<file path="config.mk">
export PLATFORM = sky130hd
export DESIGN_NAME = mbx_irq_flags
export DESIGN_NICKNAME = d
export VERILOG_FILES = /design/src/rtl/mbx_pkg.sv /design/src/rtl/mbx_port_decode.sv /design/src/rtl/mbx_flag.sv /design/src/rtl/mbx_irq_flags.sv
export SDC_FILE = /design/constraint.sdc
export NUM_CORES = 1
export LEC_CHECK = 0
export BUFFER_PORTS_ARGS = -buffer_cell sky130_fd_sc_hd__buf_2
export CAP_MARGIN = 5
export CORE_AREA = 2 2 39 41
export CTS_BUF_LIST = sky130_fd_sc_hd__clkbuf_8
export CTS_CLUSTER_SIZE = 30
export DETAILED_ROUTE_END_ITERATION = 8
export DIE_AREA = 0 0 41 43
export GPL_TIMING_DRIVEN = 0
export REMOVE_ABC_BUFFERS = 1
export SYNTH_ARGS = -nofsm -noshare
export SYNTH_HDL_FRONTEND = slang
export SYNTH_SLANG_ARGS = --single-unit
</file>
<file path="constraint.sdc">
create_clock -name clk -period 0.8 [get_ports clk]
set_input_delay 0.08 -clock clk [delete_from_list [all_inputs] [get_ports clk]]
set_output_delay 0.08 -clock clk [all_outputs]
set_load 0.01 [all_outputs]
</file>
<file path="src/rtl/mbx_pkg.sv">
package mbx_pkg;

  typedef enum logic {
    SIDE_LEFT  = 1'b0,
    SIDE_RIGHT = 1'b1
  } side_e;

  // Mailbox word owned by a side: right owns the top word, left the one below.
  function automatic int unsigned box_addr(input int unsigned aw, input side_e s);
    int unsigned top;
    top = (32'd1 << aw) - 32'd1;
    return (s == SIDE_LEFT) ? top - 32'd1 : top;
  endfunction

endpackage

</file>
<file path="src/rtl/mbx_port_decode.sv">
module mbx_port_decode #(
  parameter int ADDR_W = 14,
  parameter logic [ADDR_W-1:0] OWN_BOX  = '1,
  parameter logic [ADDR_W-1:0] PEER_BOX = '1
) (
  input  logic              en,
  input  logic              rd_nwr,
  input  logic              oe,
  input  logic              busy,
  input  logic [ADDR_W-1:0] addr,
  output logic              set_peer,
  output logic              clr_own
);

  logic rd_cyc;
  logic wr_cyc;

  // A read needs enable, output enable and the strobe high; a write needs
  // enable with the strobe low. Busy from the arbiter blocks both effects.
  always_comb begin
    rd_cyc   = en && rd_nwr && oe;
    wr_cyc   = en && !rd_nwr;
    set_peer = wr_cyc && !busy && (addr == PEER_BOX);
    clr_own  = rd_cyc && !busy && (addr == OWN_BOX);
  end

endmodule

</file>
<file path="src/rtl/mbx_flag.sv">
module mbx_flag (
  input  logic clk,
  input  logic rst_n,
  input  logic set,
  input  logic clr,
  output logic irq_n
);

  always_ff @(posedge clk or negedge rst_n) begin
    if (!rst_n)   irq_n <= 1'b1;
    else if (set) irq_n <= 1'b0;   // set outranks a same-cycle clear
    else if (clr) irq_n <= 1'b1;
  end

  p_set_wins_r10: assert property (@(posedge clk) disable iff (!rst_n)
    set |=> !irq_n);

  p_clear_r4: assert property (@(posedge clk) disable iff (!rst_n)
    (clr && !set) |=> irq_n);

  p_hold_r11: assert property (@(posedge clk) disable iff (!rst_n)
    (!set && !clr) |=> $stable(irq_n));

endmodule

</file>
<file path="src/rtl/mbx_irq_flags.sv">
module mbx_irq_flags #(
  parameter int ADDR_W = 14
) (
  input  logic              clk,
  input  logic              rst_n,
  input  logic              lt_en,
  input  logic              lt_rd_nwr,
  input  logic              lt_oe,
  input  logic [ADDR_W-1:0] lt_addr,
  input  logic              lt_busy,
  input  logic              rt_en,
  input  logic              rt_rd_nwr,
  input  logic              rt_oe,
  input  logic [ADDR_W-1:0] rt_addr,
  input  logic              rt_busy,
  output logic              lt_irq_n,
  output logic              rt_irq_n
);
  import mbx_pkg::*;

  localparam int NSIDE = 2;
  localparam logic [ADDR_W-1:0] RBOX = ADDR_W'(box_addr(ADDR_W, SIDE_RIGHT));
  localparam logic [ADDR_W-1:0] LBOX = ADDR_W'(box_addr(ADDR_W, SIDE_LEFT));

  logic [NSIDE-1:0] en_a, rd_a, oe_a, busy_a, set_peer, clr_own, irq_n_a;
  logic [ADDR_W-1:0] addr_a [NSIDE];

  assign en_a   = {rt_en, lt_en};
  assign rd_a   = {rt_rd_nwr, lt_rd_nwr};
  assign oe_a   = {rt_oe, lt_oe};
  assign busy_a = {rt_busy, lt_busy};
  assign addr_a[0] = lt_addr;
  assign addr_a[1] = rt_addr;

  for (genvar s = 0; s < NSIDE; s++) begin : g_side
    localparam logic [ADDR_W-1:0] OWN  = (s == 0) ? LBOX : RBOX;
    localparam logic [ADDR_W-1:0] PEER = (s == 0) ? RBOX : LBOX;

    mbx_port_decode #(
      .ADDR_W  (ADDR_W),
      .OWN_BOX (OWN),
      .PEER_BOX(PEER)
    ) u_dec (
      .en      (en_a[s]),
      .rd_nwr  (rd_a[s]),
      .oe      (oe_a[s]),
      .busy    (busy_a[s]),
      .addr    (addr_a[s]),
      .set_peer(set_peer[s]),
      .clr_own (clr_own[s])
    );

    // This side's flag is raised by the opposite side's write.
    mbx_flag u_flag (
      .clk  (clk),
      .rst_n(rst_n),
      .set  (set_peer[NSIDE-1-s]),
      .clr  (clr_own[s]),
      .irq_n(irq_n_a[s])
    );
  end

  assign lt_irq_n = irq_n_a[0];
  assign rt_irq_n = irq_n_a[1];

  p_reset_r1: assert property (@(posedge clk)
    !rst_n |=> (lt_irq_n && rt_irq_n));

  p_left_sets_right_r2: assert property (@(posedge clk) disable iff (!rst_n)
    (lt_en && !lt_rd_nwr && !lt_busy && lt_addr == RBOX) |=> !rt_irq_n);

  p_right_sets_left_r3: assert property (@(posedge clk) disable iff (!rst_n)
    (rt_en && !rt_rd_nwr && !rt_busy && rt_addr == LBOX) |=> !lt_irq_n);

  p_right_clears_r4: assert property (@(posedge clk) disable iff (!rst_n)
    (rt_en && rt_rd_nwr && rt_oe && !rt_busy && rt_addr == RBOX
     && !(lt_en && !lt_rd_nwr && !lt_busy && lt_addr == RBOX)) |=> rt_irq_n);

  p_left_clears_r5: assert property (@(posedge clk) disable iff (!rst_n)
    (lt_en && lt_rd_nwr && lt_oe && !lt_busy && lt_addr == LBOX
     && !(rt_en && !rt_rd_nwr && !rt_busy && rt_addr == LBOX)) |=> lt_irq_n);

  p_busy_no_set_l_r7: assert property (@(posedge clk) disable iff (!rst_n)
    (lt_busy && rt_irq_n) |=> rt_irq_n);

  p_busy_no_set_r_r7: assert property (@(posedge clk) disable iff (!rst_n)
    (rt_busy && lt_irq_n) |=> lt_irq_n);

  p_busy_no_clr_l_r8: assert property (@(posedge clk) disable iff (!rst_n)
    (lt_busy && !lt_irq_n) |=> !lt_irq_n);

  p_busy_no_clr_r_r8: assert property (@(posedge clk) disable iff (!rst_n)
    (rt_busy && !rt_irq_n) |=> !rt_irq_n);

endmodule

</file>
Word-level counts from Yosys, hierarchy flattened
Index checks and enable logic that the tools add are counted.
{"block": "op_classes", "reduce_logical": 20, "n_eq_ne": 4, "mux": 4}
{"operator": "14-bit == test (second input constant)", "count": 4}
{"operator": "1-bit logical AND", "count": 14}
{"operator": "1-bit zero test", "count": 4}
{"operator": "1-bit two-way mux", "count": 4}
{"operator": "2-bit nonzero test", "count": 2}
{"block": "totals", "in_bits": 38, "wordCells": 30, "out_inout_bits": 2, "reg_bits": 2}

Depth between registers and ports, before layout
Gate-level depths: netlist of the first run.
{"block": "depth", "ltp_word": 6, "depth_mapped": 4}

Modules after synthesis
A second synthesis of the first run with hierarchy kept.
{"block": "unflattened", "cells_unflattened": 18, "area_unflattened_um2": 178.9}
{"module": "mbx_flag", "cells_per_inst": 2, "n_inst": 2, "area_per_inst_um2": 36.3}
{"module": "mbx_port_decode at g_side[1].u_dec", "cells_per_inst": 7, "n_inst": 1, "area_per_inst_um2": 53.8}
{"module": "mbx_port_decode at g_side[0].u_dec", "cells_per_inst": 7, "n_inst": 1, "area_per_inst_um2": 52.6}

Worst setup path after synthesis of the first run
No wires, ideal clock.
{"block": "synth_timing", "kind": "in2reg", "start": "input rt_busy", "end": "register g_side[1].u_flag.irq_n", "setup_ps": 77, "n_path_buf": 0, "path_slack_ps": -94, "stages": 4, "arrival_time_ps": 816, "t_required_ps": 723, "cell_sequence": "nand4b_1 -> nor4_2 -> a41oi_1 -> a31oi_1"}
{"block": "synth_between", "elab_chain_len": 4}
{"item": "start: declaration", "line_no": "mbx_irq_flags.sv:15", "source": "input logic rt_busy,"}
{"item": "1-bit zero test", "line_no": "mbx_port_decode.sv:24", "source": "clr_own = rd_cyc && !busy && (addr == OWN_BOX);"}
{"item": "1-bit logical AND (2 in series)", "line_no": "mbx_port_decode.sv:24"}
{"item": "2-bit nonzero test (no line)"}
{"item": "end signal: assignment", "line_no": "mbx_flag.sv:10", "source": "if (!rst_n) irq_n <= 1'b1;"}
{"item": "end signal: assignment", "line_no": "mbx_flag.sv:11", "source": "else if (set) irq_n <= 1'b0;"}
{"item": "end signal: assignment", "line_no": "mbx_flag.sv:12", "source": "else if (clr) irq_n <= 1'b1;"}
{"item": "end: declaration", "line_no": "mbx_flag.sv:6", "source": "output logic irq_n"}
No other way between the ends.
A chain may end at the register's enable or synchronous reset.

Worst setup path after layout of the first run
{"block": "layout_timing", "start": "register g_side[1].u_flag.irq_n", "end": "output rt_irq_n"}
{"item": "end: declaration", "line_no": "mbx_irq_flags.sv:17", "source": "output logic rt_irq_n"}
No word-level cell between the ends.

==> key figures, run 1 <==
Layout
  – Max FFs per register: 2
  – Net count reported at finish: 103
  – Final core utilization: between 30 and 40%
  – Ant. Diodes: 0
  – Share of layout cells above drive strength 1: approximately 73%
  – Fin area: 458 µm²
  – Largest regs: g_side.u_flag.irq_n x2
  – Biggest register: g_side.u_flag.irq_n
  – Post-route insts no fill: ~80
  – Area grow syn2layout: 179%

Clocking
  – Clk root buf: clkbuf_8
  – Clock transition at path regs: 30 ps
  – Total CTS buffers: 3
  – Clock Latency Late Sink: ~210 ps
  – H-tree lvl count: 1
  – CTS Sinks: 2
  – CTS max path bufs: 2
  – CTS tree: built

Power and ir drop
  – P per Cell Area: between 1000 and 1500 nW/µm²
  – Flop pwr share: between 10% and 20%
  – Combinational Power Share: 18.3%
  – Sw frac: ~18%
  – Net Switching: around 0.11 mW
  – P_int: between 0.4 and 0.5 mW
  – Static leakage: approximately 0.24 nW
  – Clock share of power: roughly two thirds
  – Maximum VDD drop: 0.508 mV

Detailed routing
  – Final wirelength: just under 800 µm
  – Residual DRC count: 0
  – Met3 wire length: 71 µm
  – Initial DRT Pass Iterations: 1
  – ANT nets after route: 0
  – Initial DRC Count: 0
  – Post-DR vias/cell: between 4 and 5
  – DR top layer: met4
  – DR WL/cell: approximately 9.9 µm
  – Wl on met1: roughly 240 µm
  – Wire length on met2: roughly 460 µm
  – Vias: roughly 330

Run status
  – Failing checks: setup timing
  – Status: finished, violations left

Critical path
  – Setup crit end kind: output pin
  – Crit path DAT: 830 ps
  – Bufs and invs on worst path: 1
  – Req. time, crit path: between 700 and 800 ps
  – CP top delay family: flip-flops
  – CP cell instances: buf_6
  – Crit-path max cell delay: between 500 and 600 ps
  – Stages on worst setup path: 1
  – Worst r2r path cells: 2
  – Crit-path slowest cell: dfstp_2
  – Setup crit start kind: flip-flop
  – CP Class: flip-flop to output pin
  – Worst-path fanout max: 2

Global route
  – First-pass GRT wire length: around 1.0 mm
  – Antenna violations before repair: 0
  – GR Overflow Total: 0
  – Largest net degree at the start of global routing: 3
  – Number of global-route vias before repair: 320
  – GRT Total Usage: 9.13%

Place
  – HPWL Detailed: 640 µm
  – Port bufs: 39
  – Area after DPL: between 300 and 400 µm²
  – RePlAce Congestion: around 0.65
  – Placed cell count: 75

Die
  – Total I/O pin count: 40
  – Die ar.: 1760 µm²
  – Chip height: roughly 43 µm
  – Row count: 14
  – Initial Utilization: 11.8%
  – Die width: between 40 and 50 µm
  – Core box area: around 1400 µm²

STA
  – Setup TNS: -239 ps
  – FMAX: 1.10 GHz
  – Max-slew headroom: a little over 80%
  – Measured slew at the worst slew-check pin: between 200 and 300 ps
  – Pins Over Slew Limit: 0
  – Setup violators final: 3
  – Clock skew: 0 ps
  – Period utilisation layout: 113%
  – Worst setup margin: -108 ps
  – Clock period minus worst slack: slightly above 900 ps
  – RSZ-0062 raised after global routing: yes
  – Fin. Hold Viols: 0

Yosys
  – Post-synthesis register bit count: 2
  – FFs w/ async S/R, synth: 100%
  – Share of the synthesized area in the top cell type: roughly a third
  – Avg Inst Size Synth: a little over 8 µm²
  – Ys Warns: 0
  – Seq/Total Area, Yosys: 32.1%
  – Post-Syn Area: 164 µm²
  – Largest cells by area after synthesis: dfstp_2 (32%), nand4_1 (19%), nor4_2 (7.6%)
  – Most used DFF post-synth: dfstp_2
  – Synth Instances: 20
  – Leading cell type by number of instances after synthesis: nand4_1
  – Number of flops mapped to enable cells by yosys: 0
  – Yosys top cell by area: dfstp_2
  – Synth cell types: 13
  – Synth cell count leaders: nand4_1 (5), a21oi_1 (2), dfstp_2 (2), nor2_1 (2)

Min path
  – Hold/Removal Path Class: input pin to flip-flop
  – Hold path depth: 2

Flow run
  – Max Cap Viol: 0
final cells by class:
| class | instances | area, µm² |
|---|---|---|
| Clock buffer | 3 | 41.3 |
| Fill cell | 162 | 926 |
| Inverter | 1 | 3.75 |
| Multi-Input combinational cell | 17 | 123 |
| Sequential cell | 2 | 52.6 |
| Tap cell | 16 | 20.0 |
| Timing Repair Buffer | 40 | 218 |
stage by stage:
stage	hold slack (ps)	worst slack, ps	total power, mW
6_report	49.6	-108	0.605
5_1_grt	69.2	-133	0.650
4_1_cts	50.5	-115	0.615
3_5_place_dp	39.2	-349	0.207
3_3_place_gp	30.2	-338	0.204
2_1_floorplan	-67.8	-93.6	0.117
metal layers:
metal,up-vias,track usage [%]
li1,171,-
met1,142,7.37
met2,14,15.0
met3,2,4.71
met4,0,7.33
met5,-,0
logic make-up after synthesis:
kind of cell / count (synthesis) / share of synthesized area [%]
compound gates: 4 / 15.3
buf+inv: 1 / 2.29
flops: 2 / 32.1
simple gates: 13 / 50.4
worst paths after layout:
path / from / to / slack (ps)
min reg2reg: g_side[0].u_flag.irq_n / g_side[0].u_flag.irq_n / 540
max: g_side[1].u_flag.irq_n / rt_irq_n / -110
max in group asynchronous: rst_n / g_side[0].u_flag.irq_n / 430
min: lt_addr[0] / g_side[1].u_flag.irq_n / 50
min in group asynchronous: rst_n / g_side[1].u_flag.irq_n / 350
max reg2reg: g_side[1].u_flag.irq_n / g_side[1].u_flag.irq_n / -20
power by group through the flow:
stage	registers, mW	logic [mW]	clock network (mW)
after floorplan	0.103	0.0136	0
after global placement	0.103	0.100	0
after detailed placement	0.103	0.104	0
after CTS	0.102	0.107	0.405
after global routing	0.102	0.124	0.423
final	0.102	0.110	0.392
cells in the final DEF (no fill, tap or decap):
cell	count
buf_2	37
nand3_1	1
nand2_1	1
nand3b_1	1
a41oi_1	1
clkbuf_8	3
a31oi_1	1
nand4b_1	1
nor2_1	2
buf_6	2
nor4_2	1
a21oi_1	2
dfstp_2	2
nor4_4	1
nand4_1	5
inv_1	1
dlygate4sd3_1	1
timing repair:
item / CTS / global route
buffers inserted: 0 / 0
endpoints found under the hold margin: 2 / 0
pin swaps: 1 / 0
cloned: 0 / 0
resized for setup: 2 / 2
hold buffers: 1 / 0
endpoints found under the setup margin: 3 / 4
(Power assumes the default switching activity.)
==> run 2, diff against run 1 <==
--- a/config.mk
+++ b/config.mk
@@ -12,7 +12,6 @@
 export CTS_CLUSTER_SIZE = 30
 export DETAILED_ROUTE_END_ITERATION = 8
 export DIE_AREA = 0 0 41 43
-export GPL_TIMING_DRIVEN = 0
 export REMOVE_ABC_BUFFERS = 1
 export SYNTH_ARGS = -nofsm -noshare
 export SYNTH_HDL_FRONTEND = slang
==> constraint.sdc (replaced) <==
create_clock -name clk -period 1 [get_ports clk]
set_input_delay 0.1 -clock clk [delete_from_list [all_inputs] [get_ports clk]]
set_output_delay 0.1 -clock clk [all_outputs]
set_load 0.01 [all_outputs]
==> run 2 against run 1 <==
The run now ends clean. Utilization is 0.90 points lower. Largest power group unchanged. Total power is 20% lower. Worst hold slack better by 18 ps. Worst setup slack better by 160 ps. Combinational power is 22% lower. Global-route usage is 0.91 points higher. Cell area is 2.7% lower. Critical endpoint is now lt_irq_n. Die area stayed put. Final cell count is 2.5% higher. Clock-buffer cell count stayed put. Wire length is 8.6% lower.
==> key figures, run 2 (same netlist as run 1, synthesis figures left out) <==
Clocking
  – Total CTS buffers: 3
  – Clock Latency Late Sink: between 200 and 250 ps
  – CTS max path bufs: 2
  – Clk root buf: clkbuf_8
  – Post-CTS Setup Repair Bufs: 0
  – Clock transition at path regs: roughly 30 ps
  – CTS tree: built
  – H-tree lvl count: 1
  – CTS Sinks: 2

Global route
  – Antenna violations before repair: 0
  – GRT Max-Usage Layer: met2
  – Largest net degree at the start of global routing: 3
  – GR Overflow Total: 0
  – Met3 Resource Use GR: 5.24%
  – M2 GR Usage: 16.3%
  – Met1 Track Usage GR: ~7.7%
  – Number of global-route vias before repair: ~350
  – First-pass GRT wire length: approximately 1.1 mm
  – GRT Total Usage: 10.0%

Critical path
  – CP Class: flip-flop to output pin
  – Crit-path slowest cell: dfstp_2
  – CP cell instances: buf_2
  – Reg2reg start: g_side[1].u_flag.irq_n
  – Worst-path fanout max: 2
  – Req. time, crit path: approximately 900 ps
  – Bufs and invs on worst path: 1
  – CP top delay family: flip-flops
  – Stages on worst setup path: 1
  – Reg-to-reg endpoint: g_side[1].u_flag.irq_n
  – Worst R2R Setup Slack: about 200 ps
  – Critical path launch point: g_side[0].u_flag.irq_n
  – Crit path DAT: between 800 and 900 ps
  – Worst r2r path cells: 2
  – Setup crit start kind: flip-flop
  – Crit-path max cell delay: 520 ps
  – Setup crit end kind: output pin
  – Worst Setup EP: lt_irq_n

Detailed routing
  – Initial DRC Count: 3
  – Initial DRT Pass Iterations: 4
  – Post-DR vias/cell: 4.05
  – Final wirelength: 716 µm
  – Residual DRC count: 0
  – ANT nets after route: 0
  – Vias: 328
  – DR WL/cell: around 9 µm

Power and ir drop
  – Maximum VDD drop: 0.384 mV
  – P per Cell Area: 1090 nW/µm²
  – Total power: a little under 0.5 mW
  – Static leakage: roughly 0.24 nW

Layout
  – Largest regs: g_side.u_flag.irq_n x2
  – Share of layout cells above drive strength 1: 72.3%
  – Commonest cells after routing, fill and taps aside: buf_2 (39), nand4_1 (5), clkbuf_8 (3)
  – Max FFs per register: 2
  – Ant. Diodes: 0
  – Footprint of the multi-input gates: about 110 µm²
  – Storage cell area: between 50 and 60 µm²
  – Commonest non-fill, non-tap cell in the layout: buf_2
  – Layout fillers: 158
  – Net count reported at finish: approximately 110
  – Area grow syn2layout: 172%
  – Biggest register: g_side.u_flag.irq_n
  – Fin area: around 450 µm²

Run status
  – Status: complete, no violations

STA
  – Hold Slack: 68.0 ps
  – FMAX: 1.06 GHz
  – Worst setup margin: 54.0 ps
  – Fin. Hold Viols: 0
  – Pins Over Slew Limit: 0
  – Clock period minus worst slack: 946 ps
  – RSZ-0062 raised after global routing: no
  – Setup violators final: 0
  – Clock skew: 0 ps
  – Max-slew headroom: between 80 and 90%
  – Period utilisation layout: a little over nine tenths
  – Measured slew at the worst slew-check pin: roughly 250 ps

Die
  – Die width: 41 µm
  – Chip height: 43 µm
  – Die ar.: roughly 1800 µm²
  – Core box area: 1380 µm²
  – Initial Utilization: a little under an eighth
  – Total I/O pin count: 40
  – Row count: 14

Place
  – RePlAce Congestion: 0.634
  – Post-Place Worst Slack: -105 ps
  – HPWL Detailed: ~640 µm
  – Port bufs: 39
  – Area after DPL: about 400 µm²

Min path
  – Hold/Removal Path Class: input pin to flip-flop

Flow run
  – Max Cap Viol: 0
[run 2: power breakdown]
part	internal, mW	leakage (nW)	total, mW	switching (mW)
logic	0.0587	0.196	0.0853	0.0266
clock network	0.254	0.0216	0.316	0.0620
registers	0.0819	0.0206	0.0820	0.0000137
[run 2: timing repair]
action / 4_1_cts / 5_1_grt
endpoints found under the hold margin: 2 / 0
gates resized for setup: 0 / 0
hold buffers: 1 / 0
[run 2: final cells by class]
cell class | count | share of cell area [%]
Multi-Input combinational cell | 17 | 24.2
Sequential cell | 2 | 11.8
Timing Repair Buffer | 42 | 49.4
Clock buffer | 3 | 9.27
Inverter | 1 | 0.843
Tap cell | 16 | 4.49
[run 2: stage by stage]
| step | std cells | setup TNS (ps) | util [%] |
|---|---|---|---|
| floorplan | 20 | 0 | - |
| global placement | 77 | -54.3 | 28.5 |
| detailed placement | 77 | -105 | 28.5 |
| CTS | 81 | 0 | 32.2 |
| global route | 81 | 0 | 32.2 |
| finish | 81 | 0 | 32.2 |
[run 2: how the worst min path moves through the flow]
stage                              to  slack [ps]  startpoint  cells after the start
6_report       g_side[1].u_flag.irq_n          70  lt_addr[0]                      2
5_1_grt        g_side[1].u_flag.irq_n          80  lt_addr[0]                      2
4_1_cts        g_side[1].u_flag.irq_n          70  lt_addr[0]                      2
3_5_place_dp   g_side[0].u_flag.irq_n          60       rst_n                      1
3_3_place_gp   g_side[0].u_flag.irq_n          60       rst_n                      1
2_1_floorplan  g_side[0].u_flag.irq_n         -50       rst_n                      0
[run 2: per-layer routing]
layer | share of wire (%) | up-vias | wire length, µm
met4 | 0.84 | 0 | 6
li1 | - | 175 | -
met1 | 34 | 139 | 246
met5 | 0 | - | 0
met3 | 10 | 2 | 73
met2 | 54 | 12 | 389
